`config.mk`:
```
export PLATFORM = sky130hd
export DESIGN_NAME = errcache_top
export DESIGN_NICKNAME = d
export VERILOG_FILES = /design/src/rtl/errcache_pkg.sv /design/src/rtl/errcache_match.sv /design/src/rtl/errcache_store.sv /design/src/rtl/errcache_host.sv /design/src/rtl/errcache_top.sv
export SDC_FILE = /design/constraint.sdc
export NUM_CORES = 1
export LEC_CHECK = 0
export BUFFER_PORTS_ARGS = -buffer_cell sky130_fd_sc_hd__buf_2
export CORE_UTILIZATION = 24
export DETAILED_ROUTE_END_ITERATION = 7
export PLACE_DENSITY = 0.39
export SYNTH_ARGS = -nofsm -noshare
export SYNTH_HDL_FRONTEND = slang
export SYNTH_SLANG_ARGS = --single-unit
```
`constraint.sdc`:
```
create_clock -name clk_i -period 3.12 [get_ports clk_i]
set_input_delay 0.156 -clock clk_i [delete_from_list [all_inputs] [get_ports clk_i]]
set_output_delay 0.156 -clock clk_i [all_outputs]
set_load 0.005 [all_outputs]
```
`src/rtl/errcache_pkg.sv`:
```
package errcache_pkg;
  localparam int unsigned DEF_WIDTH = 64;
  localparam int unsigned DEF_DEPTH = 8;

  function automatic int unsigned cnt_bits(input int unsigned depth);
    return $clog2(depth + 1);
  endfunction

  function automatic int unsigned idx_bits(input int unsigned depth);
    return (depth > 1) ? $clog2(depth) : 1;
  endfunction
endpackage

```
`src/rtl/errcache_match.sv`:
```
module errcache_match #(
  parameter int unsigned WIDTH = errcache_pkg::DEF_WIDTH,
  parameter int unsigned DEPTH = errcache_pkg::DEF_DEPTH
) (
  input  logic [DEPTH-1:0][WIDTH-1:0] lines_i,
  input  logic [DEPTH-1:0]            occ_i,
  input  logic [WIDTH-1:0]            word_i,
  output logic                        hit_o
);
  logic [DEPTH-1:0] hit_vec;

  for (genvar g = 0; g < DEPTH; g++) begin : g_cmp
    assign hit_vec[g] = occ_i[g] && (lines_i[g] == word_i);
  end

  assign hit_o = |hit_vec;

  // Distinct words are never stored twice, so at most one line can match.
  always_comb begin
    assert_single_hit_R3: assert ($onehot0(hit_vec) || $isunknown(hit_vec));
  end
endmodule

```
`src/rtl/errcache_store.sv`:
```
module errcache_store #(
  parameter int unsigned WIDTH = errcache_pkg::DEF_WIDTH,
  parameter int unsigned DEPTH = errcache_pkg::DEF_DEPTH,
  localparam int unsigned CW   = errcache_pkg::cnt_bits(DEPTH)
) (
  input  logic                        clk_i,
  input  logic                        rst_ni,
  input  logic                        wr_en_i,
  input  logic [WIDTH-1:0]            word_i,
  output logic [DEPTH-1:0][WIDTH-1:0] lines_o,
  output logic [DEPTH-1:0]            occ_o,
  output logic [CW-1:0]               cnt_o,
  output logic                        full_o
);
  logic [CW-1:0] cnt_q;

  always_ff @(posedge clk_i or negedge rst_ni) begin
    if (!rst_ni)                  cnt_q <= '0;
    else if (wr_en_i && !full_o)  cnt_q <= cnt_q + CW'(1);
  end

  for (genvar g = 0; g < DEPTH; g++) begin : g_line
    logic [WIDTH-1:0] line_q;
    always_ff @(posedge clk_i or negedge rst_ni) begin
      if (!rst_ni)                               line_q <= '0;
      else if (wr_en_i && cnt_q == CW'(g))       line_q <= word_i;
    end
    assign lines_o[g] = line_q;
    assign occ_o[g]   = cnt_q > CW'(g);
  end

  assign cnt_o  = cnt_q;
  assign full_o = cnt_q == CW'(DEPTH);

  assert_cnt_bound_R2: assert property (@(posedge clk_i) disable iff (!rst_ni)
    cnt_q <= CW'(DEPTH));
  assert_no_write_full_R4: assert property (@(posedge clk_i) disable iff (!rst_ni)
    full_o |-> !wr_en_i);
endmodule

```
`src/rtl/errcache_host.sv`:
```
module errcache_host #(
  parameter int unsigned DEPTH = errcache_pkg::DEF_DEPTH,
  localparam int unsigned CW   = errcache_pkg::cnt_bits(DEPTH)
) (
  input  logic          clk_i,
  input  logic          rst_ni,
  input  logic [CW-1:0] wr_cnt_i,
  input  logic          ack_i,
  output logic [CW-1:0] rd_ptr_o,
  output logic [CW-1:0] pending_o,
  output logic          irq_o
);
  logic [CW-1:0] rd_q;
  logic          gap_q;
  logic          ack_ok;

  assign pending_o = wr_cnt_i - rd_q;
  assign ack_ok    = ack_i && (pending_o != '0);

  always_ff @(posedge clk_i or negedge rst_ni) begin
    if (!rst_ni) begin
      rd_q  <= '0;
      gap_q <= 1'b0;
    end else begin
      if (ack_ok) rd_q <= rd_q + CW'(1);
      gap_q <= ack_ok;
    end
  end

  // Low for one cycle after each acknowledge: one rising edge per entry.
  assign irq_o    = (pending_o != '0) && !gap_q;
  assign rd_ptr_o = rd_q;

  assert_irq_gap_R6: assert property (@(posedge clk_i) disable iff (!rst_ni)
    (ack_i && pending_o != '0) |=> !irq_o);
  assert_irq_needs_pending_R6: assert property (@(posedge clk_i) disable iff (!rst_ni)
    irq_o |-> pending_o != '0);
  assert_idle_ack_R8: assert property (@(posedge clk_i) disable iff (!rst_ni)
    (ack_i && pending_o == '0) |=> $stable(rd_q));
  assert_rd_behind_wr_R8: assert property (@(posedge clk_i) disable iff (!rst_ni)
    rd_q <= wr_cnt_i);
endmodule

```
`src/rtl/errcache_top.sv`:
```
module errcache_top #(
  parameter int unsigned WIDTH = errcache_pkg::DEF_WIDTH,
  parameter int unsigned DEPTH = errcache_pkg::DEF_DEPTH,
  localparam int unsigned CW   = errcache_pkg::cnt_bits(DEPTH),
  localparam int unsigned IW   = errcache_pkg::idx_bits(DEPTH)
) (
  input  logic             clk_i,
  input  logic             rst_ni,
  input  logic             msg_valid_i,
  input  logic [WIDTH-1:0] msg_data_i,
  input  logic             ack_i,
  input  logic             ovf_clr_i,
  output logic             irq_o,
  output logic [WIDTH-1:0] entry_o,
  output logic [CW-1:0]    pending_o,
  output logic             ovf_o
);
  logic [DEPTH-1:0][WIDTH-1:0] lines;
  logic [DEPTH-1:0]            occ;
  logic [CW-1:0]               wr_cnt;
  logic [CW-1:0]               rd_ptr;
  logic                        full;
  logic                        hit;
  logic                        fresh;
  logic                        drop;
  logic                        ovf_q;

  errcache_match #(.WIDTH(WIDTH), .DEPTH(DEPTH)) u_match (
    .lines_i (lines),
    .occ_i   (occ),
    .word_i  (msg_data_i),
    .hit_o   (hit)
  );

  assign fresh = msg_valid_i && !hit;
  assign drop  = fresh && full;

  errcache_store #(.WIDTH(WIDTH), .DEPTH(DEPTH)) u_store (
    .clk_i   (clk_i),
    .rst_ni  (rst_ni),
    .wr_en_i (fresh && !full),
    .word_i  (msg_data_i),
    .lines_o (lines),
    .occ_o   (occ),
    .cnt_o   (wr_cnt),
    .full_o  (full)
  );

  errcache_host #(.DEPTH(DEPTH)) u_host (
    .clk_i     (clk_i),
    .rst_ni    (rst_ni),
    .wr_cnt_i  (wr_cnt),
    .ack_i     (ack_i),
    .rd_ptr_o  (rd_ptr),
    .pending_o (pending_o),
    .irq_o     (irq_o)
  );

  // Set has priority over clear.
  always_ff @(posedge clk_i or negedge rst_ni) begin
    if (!rst_ni)        ovf_q <= 1'b0;
    else if (drop)      ovf_q <= 1'b1;
    else if (ovf_clr_i) ovf_q <= 1'b0;
  end

  assign ovf_o   = ovf_q;
  assign entry_o = (pending_o != '0) ? lines[rd_ptr[IW-1:0]] : '0;

  assert_dup_dropped_R3: assert property (@(posedge clk_i) disable iff (!rst_ni)
    (msg_valid_i && hit) |=> $stable(wr_cnt));
  assert_ovf_cause_R4: assert property (@(posedge clk_i) disable iff (!rst_ni)
    $rose(ovf_o) |-> $past(msg_valid_i && full));
  assert_ovf_sticky_R5: assert property (@(posedge clk_i) disable iff (!rst_ni)
    (ovf_o && !ovf_clr_i) |=> ovf_o);
  assert_entry_zero_R7: assert property (@(posedge clk_i) disable iff (!rst_ni)
    (pending_o == '0) |-> (entry_o == '0));
endmodule

```
==> reports/metrics.csv, run 1 <==
metric,value,unit
status,"complete, but fails checks",
failing checks,negative setup slack,
Layout area overhead,47.8,%
CTS tree,yes,
Peak Freq,290,MHz
critical path class,register to register,
Worst-path clk slew,60,ps
"delay-heaviest family, CP",simple AND/OR/NAND/NOR gates,
"Max stage delay cell, worst path",xnor2_1,
vias per cell,4.85,
final number of hold-violating endpoints,0,
asr flop ratio synth,100,%
cell area after layout,46100,um2
vias after detailed routing,24800,
Synth Flop Type,dfrtp_1,
die height,363,um
Reg2Reg Depth,11,
CP bufs+invs,4,
first-pass GRT wire length,228,mm
Slew @ Worst Pin,1060,ps
post-placement cell area,39400,um2
DR WL/cell,33.8,um
Die X-Extent,363,um
clk_skew,28.3,ps
Final WS setup,-328,ps
ratio of cells with drive above 1 in the final layout,54.8,%
Initial Utilization,24.3,%
register area share after synthesis,41.9,%
final HPWL from detailed placement,124,mm
switching share of power,42.1,%
combinational group share of total power,61.0,%
CTS buffer count,72,
Hold Path Sink,u_store.g_line[2].line_q[44]$_DFFE_PN0P_,
most frequent cells in the layout,"buf_4 (701), dfrtp_1 (514), mux2_4 (385)",
Clock Sinks,522,
unrepaired setup endpoints after global routing,true,
FF-to-FF End,u_store.g_line[6].line_q[13]$_DFFE_PN0P_,
WL final,172,mm
min-delay src,msg_data_i[44],
"setup slack, reg-to-reg",-330,ps
worst-path maximum fanout,15,
crit-path cells,xnor2_1 > nand4_1 > nor4_1 > buf_4 > nand4_1 > and4bb_1 > buf_12 > nand3_4 > buf_12 > buf_16 > mux2_1,
max-cap violation count,0,
Worst Path Arrival,3970,ps
Syn. warnings,0,
Pleak,21.2,nW
Setup-failing EPs final,353,
Mapped Cells,2425,
peak supply drop,0.000598,V
drt first pass iters,5,
average cell area after synthesis,12.9,um2
Post-Syn Area,31200,um2
CTS max path bufs,3,
Pwr Total,56.2,mW
"FF+latch count, synth",522,
Internal,32.5,mW
All-Layer GR Usage,25.6,%
Seq pwr share,24.1,%
Fillers,12600,
port bufs,138,
hold depth,3,
Slowest Stage Delay on Critical Path,580,ps
setup TNS,-77280,ps
Final Slew Violations,0,
total congestion overflow,0,
switching power,23.7,mW
distinct cell type count after synthesis,49,
# DRC,0,
slew margin rel.,29.1,%
num rows,131,
kind of end point of the critical path,register,
DR iter-0 viols,1968,
DIE AREA,131000,um2
reg2reg start,u_store.g_line[2].line_q[35]$_DFFE_PN0P_,
largest net degree at the start of global routing,83,
H-tree depth,3,
pre-CTS setup slack,-706,ps
fin crit period,3450,ps
Worst Hold Class,input port to register,
Layout Cells excl Fill,5105,
RePlAce Congestion,1.03,
PwrDens,1220,nW/um2
Placed Cells,4849,
"commonest non-fill, non-tap cell in the layout",buf_4,
final net count,3399,
vias in the first global route,25900,
Top-Level Pins,139,
CP Launch Type,register,
WP data required,3640,ps
"Clk Latency, worst-skew pair",660,ps
number of synthesized flops with an enable pin,0,
Yosys top cell by area,dfrtp_1,
clock network fraction of total power,14.9,%
post-synth top area share,41.9,%
core region area,128000,um2
Synth area leaders,"dfrtp_1 (42%), mux4_2 (9.2%), xnor2_1 (9.0%), mux2_2 (8.3%), mux2_4 (8.3%)",
"Period Utilization, post-route",111,%
Post-Syn Nets,2503,
Detail Route Antenna Nets,0,
initial antenna violation count,16,
CTS root buffer,clkbuf_16,
worst register-to-register path, delay by kind of cell (launching register included):
| family | cells | cell delay, ps |
|---|---|---|
| buffers and inverters | 4 | 650 |
| multiplexers | 1 | 420 |
| AND/OR/NAND/NOR | 5 | 1270 |
| XOR/XNOR | 1 | 580 |
| flip-flops | 1 | 410 |
area by class of cell:
cell class | instances | area [um2] | share of cell area, %
clock inverter | 12 | 95.1 | 0.206
antenna | 4 | 10.0 | 0.0217
inverter | 45 | 173 | 0.374
sequential | 522 | 13100 | 28.4
timing repair buffer | 1053 | 9860 | 21.4
tap | 1729 | 2160 | 4.69
multi-input combinational | 1627 | 18500 | 40.2
clock buffer | 113 | 2220 | 4.82
per-layer routing:
layer	part of all wire, %	vias to the layer above	GRT usage [%]
met4	4.8	8	10.4
met2	45	859	40.3
met3	6.2	214	4.16
li1	-	10400	-
met5	0.030	-	0
met1	44	13300	34.7
sequential cells by signal, indices dropped and copies added, names as in the netlist:
signal	flops
ovf_o	1
u_host.gap_q	1
u_host.rd_ptr_o	4
u_store.cnt_o	4
u_store.g_line.line_q	512
logic make-up (layout without fill, tap and decap cells):
logic type	after synthesis	after routing	share of synthesized area (%)
AOI/OAI and AO/OA	105	105	2.02
xor gates and xnor gates	487	487	13.7
adders and majority gates	9	9	0.385
buffers and inverters	276	1223	5.56
DFF	522	522	41.9
muxes	642	642	29.8
other	0	4	0
and+or+nand+nor	384	384	6.69
power by group through the flow:
stage / registers [mW] / clock network [mW] / logic, mW
4_1_cts: 13.4 / 8.54 / 31.9
5_1_grt: 13.9 / 8.75 / 35.4
6_report: 13.5 / 8.35 / 34.3
3_5_place_dp: 13.4 / 0 / 28.4
2_1_floorplan: 12.5 / 0 / 13.2
3_3_place_gp: 13.3 / 0 / 28.3
per-stage QoR:
| step | hold WS (ps) | utilization [%] |
|---|---|---|
| 2_1_floorplan | -140 | - |
| 3_5_place_dp | 332 | 30.7 |
| 4_1_cts | 5.02 | 34.7 |
| 6_report | 42.7 | 35.9 |
| 5_1_grt | 32.5 | 35.9 |
| 3_3_place_gp | 328 | 30.7 |
synthesized netlist by cell type, drive strengths merged, types with 2 or more instances:
cell type,number
a2111oi,3
a21oi,68
a22o,2
a31oi,2
buf,190
clkbuf,41
dfrtp,522
ha,8
inv,45
mux2,501
mux2i,13
mux4,128
nand2,143
nand2b,20
nand3,17
nand4,103
nand4b,2
nor2,14
nor2b,4
nor3,7
nor4,66
o2111ai,7
o221ai,2
o22ai,14
or2,2
or4,2
xnor2,321
xor2,166
how the worst max path moves through the flow:
stage	end	startpoint	cells after the start
2_1_floorplan	u_store.g_line[4].line_q[0]$_DFFE_PN0P_	u_store.cnt_o[0]$_DFFE_PN0P_	13
3_3_place_gp	u_store.g_line[7].line_q[63]$_DFFE_PN0P_	u_store.g_line[5].line_q[40]$_DFFE_PN0P_	12
3_5_place_dp	u_store.g_line[7].line_q[63]$_DFFE_PN0P_	u_store.g_line[5].line_q[40]$_DFFE_PN0P_	12
4_1_cts	u_store.g_line[7].line_q[59]$_DFFE_PN0P_	u_store.g_line[5].line_q[22]$_DFFE_PN0P_	14
5_1_grt	u_store.g_line[6].line_q[26]$_DFFE_PN0P_	u_store.g_line[5].line_q[62]$_DFFE_PN0P_	13
6_report	u_store.g_line[6].line_q[13]$_DFFE_PN0P_	u_store.g_line[2].line_q[35]$_DFFE_PN0P_	11
what timing repair did:
action,in CTS,in global routing
cloned,23,14
hold endpoints to repair,179,0
endpoints found under the setup margin,579,552
pin swaps,41,23
resized for setup,308,256
setup buffers,43,23
hold buffers,40,0
No activity file was read; power rests on OpenSTA's default activity.
==> inputs of run 2 (changes only) <==
--- a/config.mk
+++ b/config.mk
@@ -5,10 +5,10 @@
 export SDC_FILE = /design/constraint.sdc
 export NUM_CORES = 1
 export LEC_CHECK = 0
-export BUFFER_PORTS_ARGS = -buffer_cell sky130_fd_sc_hd__buf_2
-export CORE_UTILIZATION = 24
+export BUFFER_PORTS_ARGS = -buffer_cell sky130_fd_sc_hd__buf_4
+export CORE_UTILIZATION = 35
 export DETAILED_ROUTE_END_ITERATION = 7
-export PLACE_DENSITY = 0.39
+export PLACE_DENSITY = 0.52
 export SYNTH_ARGS = -nofsm -noshare
 export SYNTH_HDL_FRONTEND = slang
 export SYNTH_SLANG_ARGS = --single-unit
==> run 2 against run 1 <==
Compared with the run above: critical endpoint is now u_store.g_line[6].line_q[1]$_DFFE_PN0P_; clock skew decreased by 0.98 ps; worst hold slack got worse by 14 ps; global-route usage increased by 7.9 points; largest cell class unchanged; utilization increased by 13 points; the run still ends with negative setup slack left; final area decreased by 6.4%; highest routed layer unchanged.
==> reports/metrics.csv, run 2 (synthesized netlist as in run 1, its figures left out) <==
metric,value,unit,change
status,"complete, but fails checks",,
failing checks,negative setup slack,,
"setup slack, reg-to-reg",-440,ps,-110 ps
"commonest non-fill, non-tap cell in the layout",buf_4,,
Biggest register,u_store.g_line.line_q,,
reg2reg start,u_store.g_line[5].line_q[58]$_DFFE_PN0P_,,
Placed Cells,4227,,-13%
Final WS setup,-438,ps,-110 ps
worst-path maximum fanout,29,,+14
All-Layer GR Usage,33.5,%,+7.9 points
"Clk Latency, worst-skew pair",620,ps,-40 ps
cell area after layout,43200,um2,-6.4%
WL final,155,mm,-10%
Clock Sinks,522,,unchanged
total congestion overflow,0,,unchanged
slew margin rel.,25.9,%,-3.2 points
Crit. Startpoint,u_store.g_line[5].line_q[58]$_DFFE_PN0P_,,
unrepaired setup endpoints after global routing,true,,
vias after detailed routing,24900,,+0.39%
Worst Hold Class,input port to register,,
DIE AREA,90400,um2,-31%
CTS buffer count,66,,-8.3%
DR WL/cell,34.6,um,+2.3%
num rows,109,,-17%
max-cap violation count,0,,unchanged
die height,301,um,-17%
first-pass GRT wire length,209,mm,-8.6%
kind of end point of the critical path,register,,
post-placement cell area,38100,um2,-3.2%
Detail Route Antenna Nets,0,,unchanged
ratio of cells with drive above 1 in the final layout,50.8,%,-4.0 points
Pleak,19.9,nW,-6.1%
peak supply drop,0.00228,V,+280%
Worst Path Arrival,4060,ps,+90 ps
WP data required,3620,ps,-20 ps
clk_skew,27.3,ps,-0.985 ps
DR iter-0 viols,2199,,+12%
final net count,3341,,-1.7%
"Period Utilization, post-route",114,%,+3.5 points
Slowest Stage Delay on Critical Path,560,ps,-20 ps
largest net degree at the start of global routing,81,,-2.4%
Worst-path clk slew,60,ps,about the same
# DRC,0,,unchanged
final HPWL from detailed placement,110,mm,-11%
Final Util,48.9,%,+13 points
critical path class,register to register,,
port bufs,138,,unchanged
Pwr Total,51.8,mW,-7.7%
CTS max path bufs,3,,unchanged
vias per cell,5.56,,+15%
CTS tree,yes,,
final number of hold-violating endpoints,0,,unchanged
FF-to-FF End,u_store.g_line[6].line_q[1]$_DFFE_PN0P_,,
Die X-Extent,301,um,-17%
H-tree depth,3,,unchanged
Reg2Reg Depth,11,,unchanged
CTS root buffer,clkbuf_16,,
crit path to,u_store.g_line[6].line_q[1]$_DFFE_PN0P_,,
max reg flops,512,,unchanged
Setup-failing EPs final,386,,+9.3%
most frequent cells in the layout,"buf_4 (834), dfrtp_1 (517), xnor2_1 (311)",,
setup TNS,-111310,ps,"-34,020 ps"
RePlAce Congestion,1.03,,about the same
Final Slew Violations,0,,unchanged
Initial Utilization,35.3,%,+11 points
Top-Level Pins,139,,unchanged
PwrDens,1200,nW/um2,-1.5%
Layout area overhead,38.4,%,
Slew @ Worst Pin,1110,ps,+43.7 ps
CP Launch Type,register,,
crit-path cells,xnor2_1 > buf_4 > nand4_1 > nor4_4 > nand4_1 > or4_4 > and4bb_4 > buf_4 > nand3_4 > buf_12 > mux2_2,,
vias in the first global route,25700,,-0.66%
drt first pass iters,5,,unchanged
"Max stage delay cell, worst path",or4_4,,
fin crit period,3560,ps,+110 ps
Layout Cells excl Fill,4473,,-12%
Peak Freq,281,MHz,-3.1%
initial antenna violation count,5,,-11
core region area,88400,um2,-31%
-- run 2: changes by cell type in the layout (fill, tap and decap cells not counted), sizes merged --
| cell | delta |
|---|---|
| buf | -68 |
| bufinv | +3 |
| clkbuf | -14 |
| clkinv | -3 |
| clkinvlp | +1 |
| diode | -3 |
| dlygate4sd3 | +13 |
| inv | +3 |
-- run 2: worst min path at each step --
stage	startpoint	slack (ps)	endpoint	cells past startpoint
floorplan	rst_ni	-140	ovf_o$_DFFE_PN0P_	0
global placement	rst_ni	210	u_store.g_line[4].line_q[28]$_DFFE_PN0P_	1
global route	msg_data_i[31]	20	u_store.g_line[2].line_q[31]$_DFFE_PN0P_	2
finish	msg_data_i[47]	30	u_store.g_line[3].line_q[47]$_DFFE_PN0P_	3
CTS	msg_data_i[47]	5	u_store.g_line[3].line_q[47]$_DFFE_PN0P_	3
detailed placement	rst_ni	220	u_store.g_line[7].line_q[28]$_DFFE_PN0P_	1
-- run 2: timing repair --
item                       in CTS  in global routing
buffers inserted               33                 32
cloned                         18                 16
setup endpoints to repair     581                579
pin swaps                      14                 15
hold endpoints to repair      221                  0
hold buffers                   53                  0
gates resized for setup       153                 91
-- run 2: cell type report --
cell class / instances / area (um2)
multi-input cells: 1627 / 17200
inverters: 45 / 169
diodes: 1 / 2.50
fillers: 7900 / 45200
clock buffers: 96 / 1900
flip-flops and latches: 522 / 13100
repair buffers: 1001 / 9170
well taps: 1165 / 1460
clock inverters: 16 / 223
-- run 2: critical path: cells and delay by family (launching register included) --
family / cells / cell delay (ps)
AND/OR/NAND/NOR: 6 / 1830
buffers and inverters: 3 / 550
flip-flops: 1 / 400
multiplexers: 1 / 380
XOR/XNOR: 1 / 180
-- run 2: per-stage QoR --
step	worst slack [ps]	hold WS, ps
after global placement	-944	207
after detailed placement	-913	219
after global routing	-433	18.6
after floorplan	41.3	-140
after CTS	-318	4.50
final	-438	28.9
-- run 2: metal layers --
layer / share of wire, % / track usage [%]
met1: 43 / 46.7
met3: 7.1 / 4.37
met5: 0.0071 / 0
met2: 44 / 51.3
met4: 5.8 / 16.5
-- run 2: where the power goes --
group          total (mW)  internal [mW]  switching (mW)
Clock                7.78           4.56            3.22
Sequential           13.4           10.2            3.21
Combinational        30.7           15.9            14.8
Total                51.8           30.6            21.2
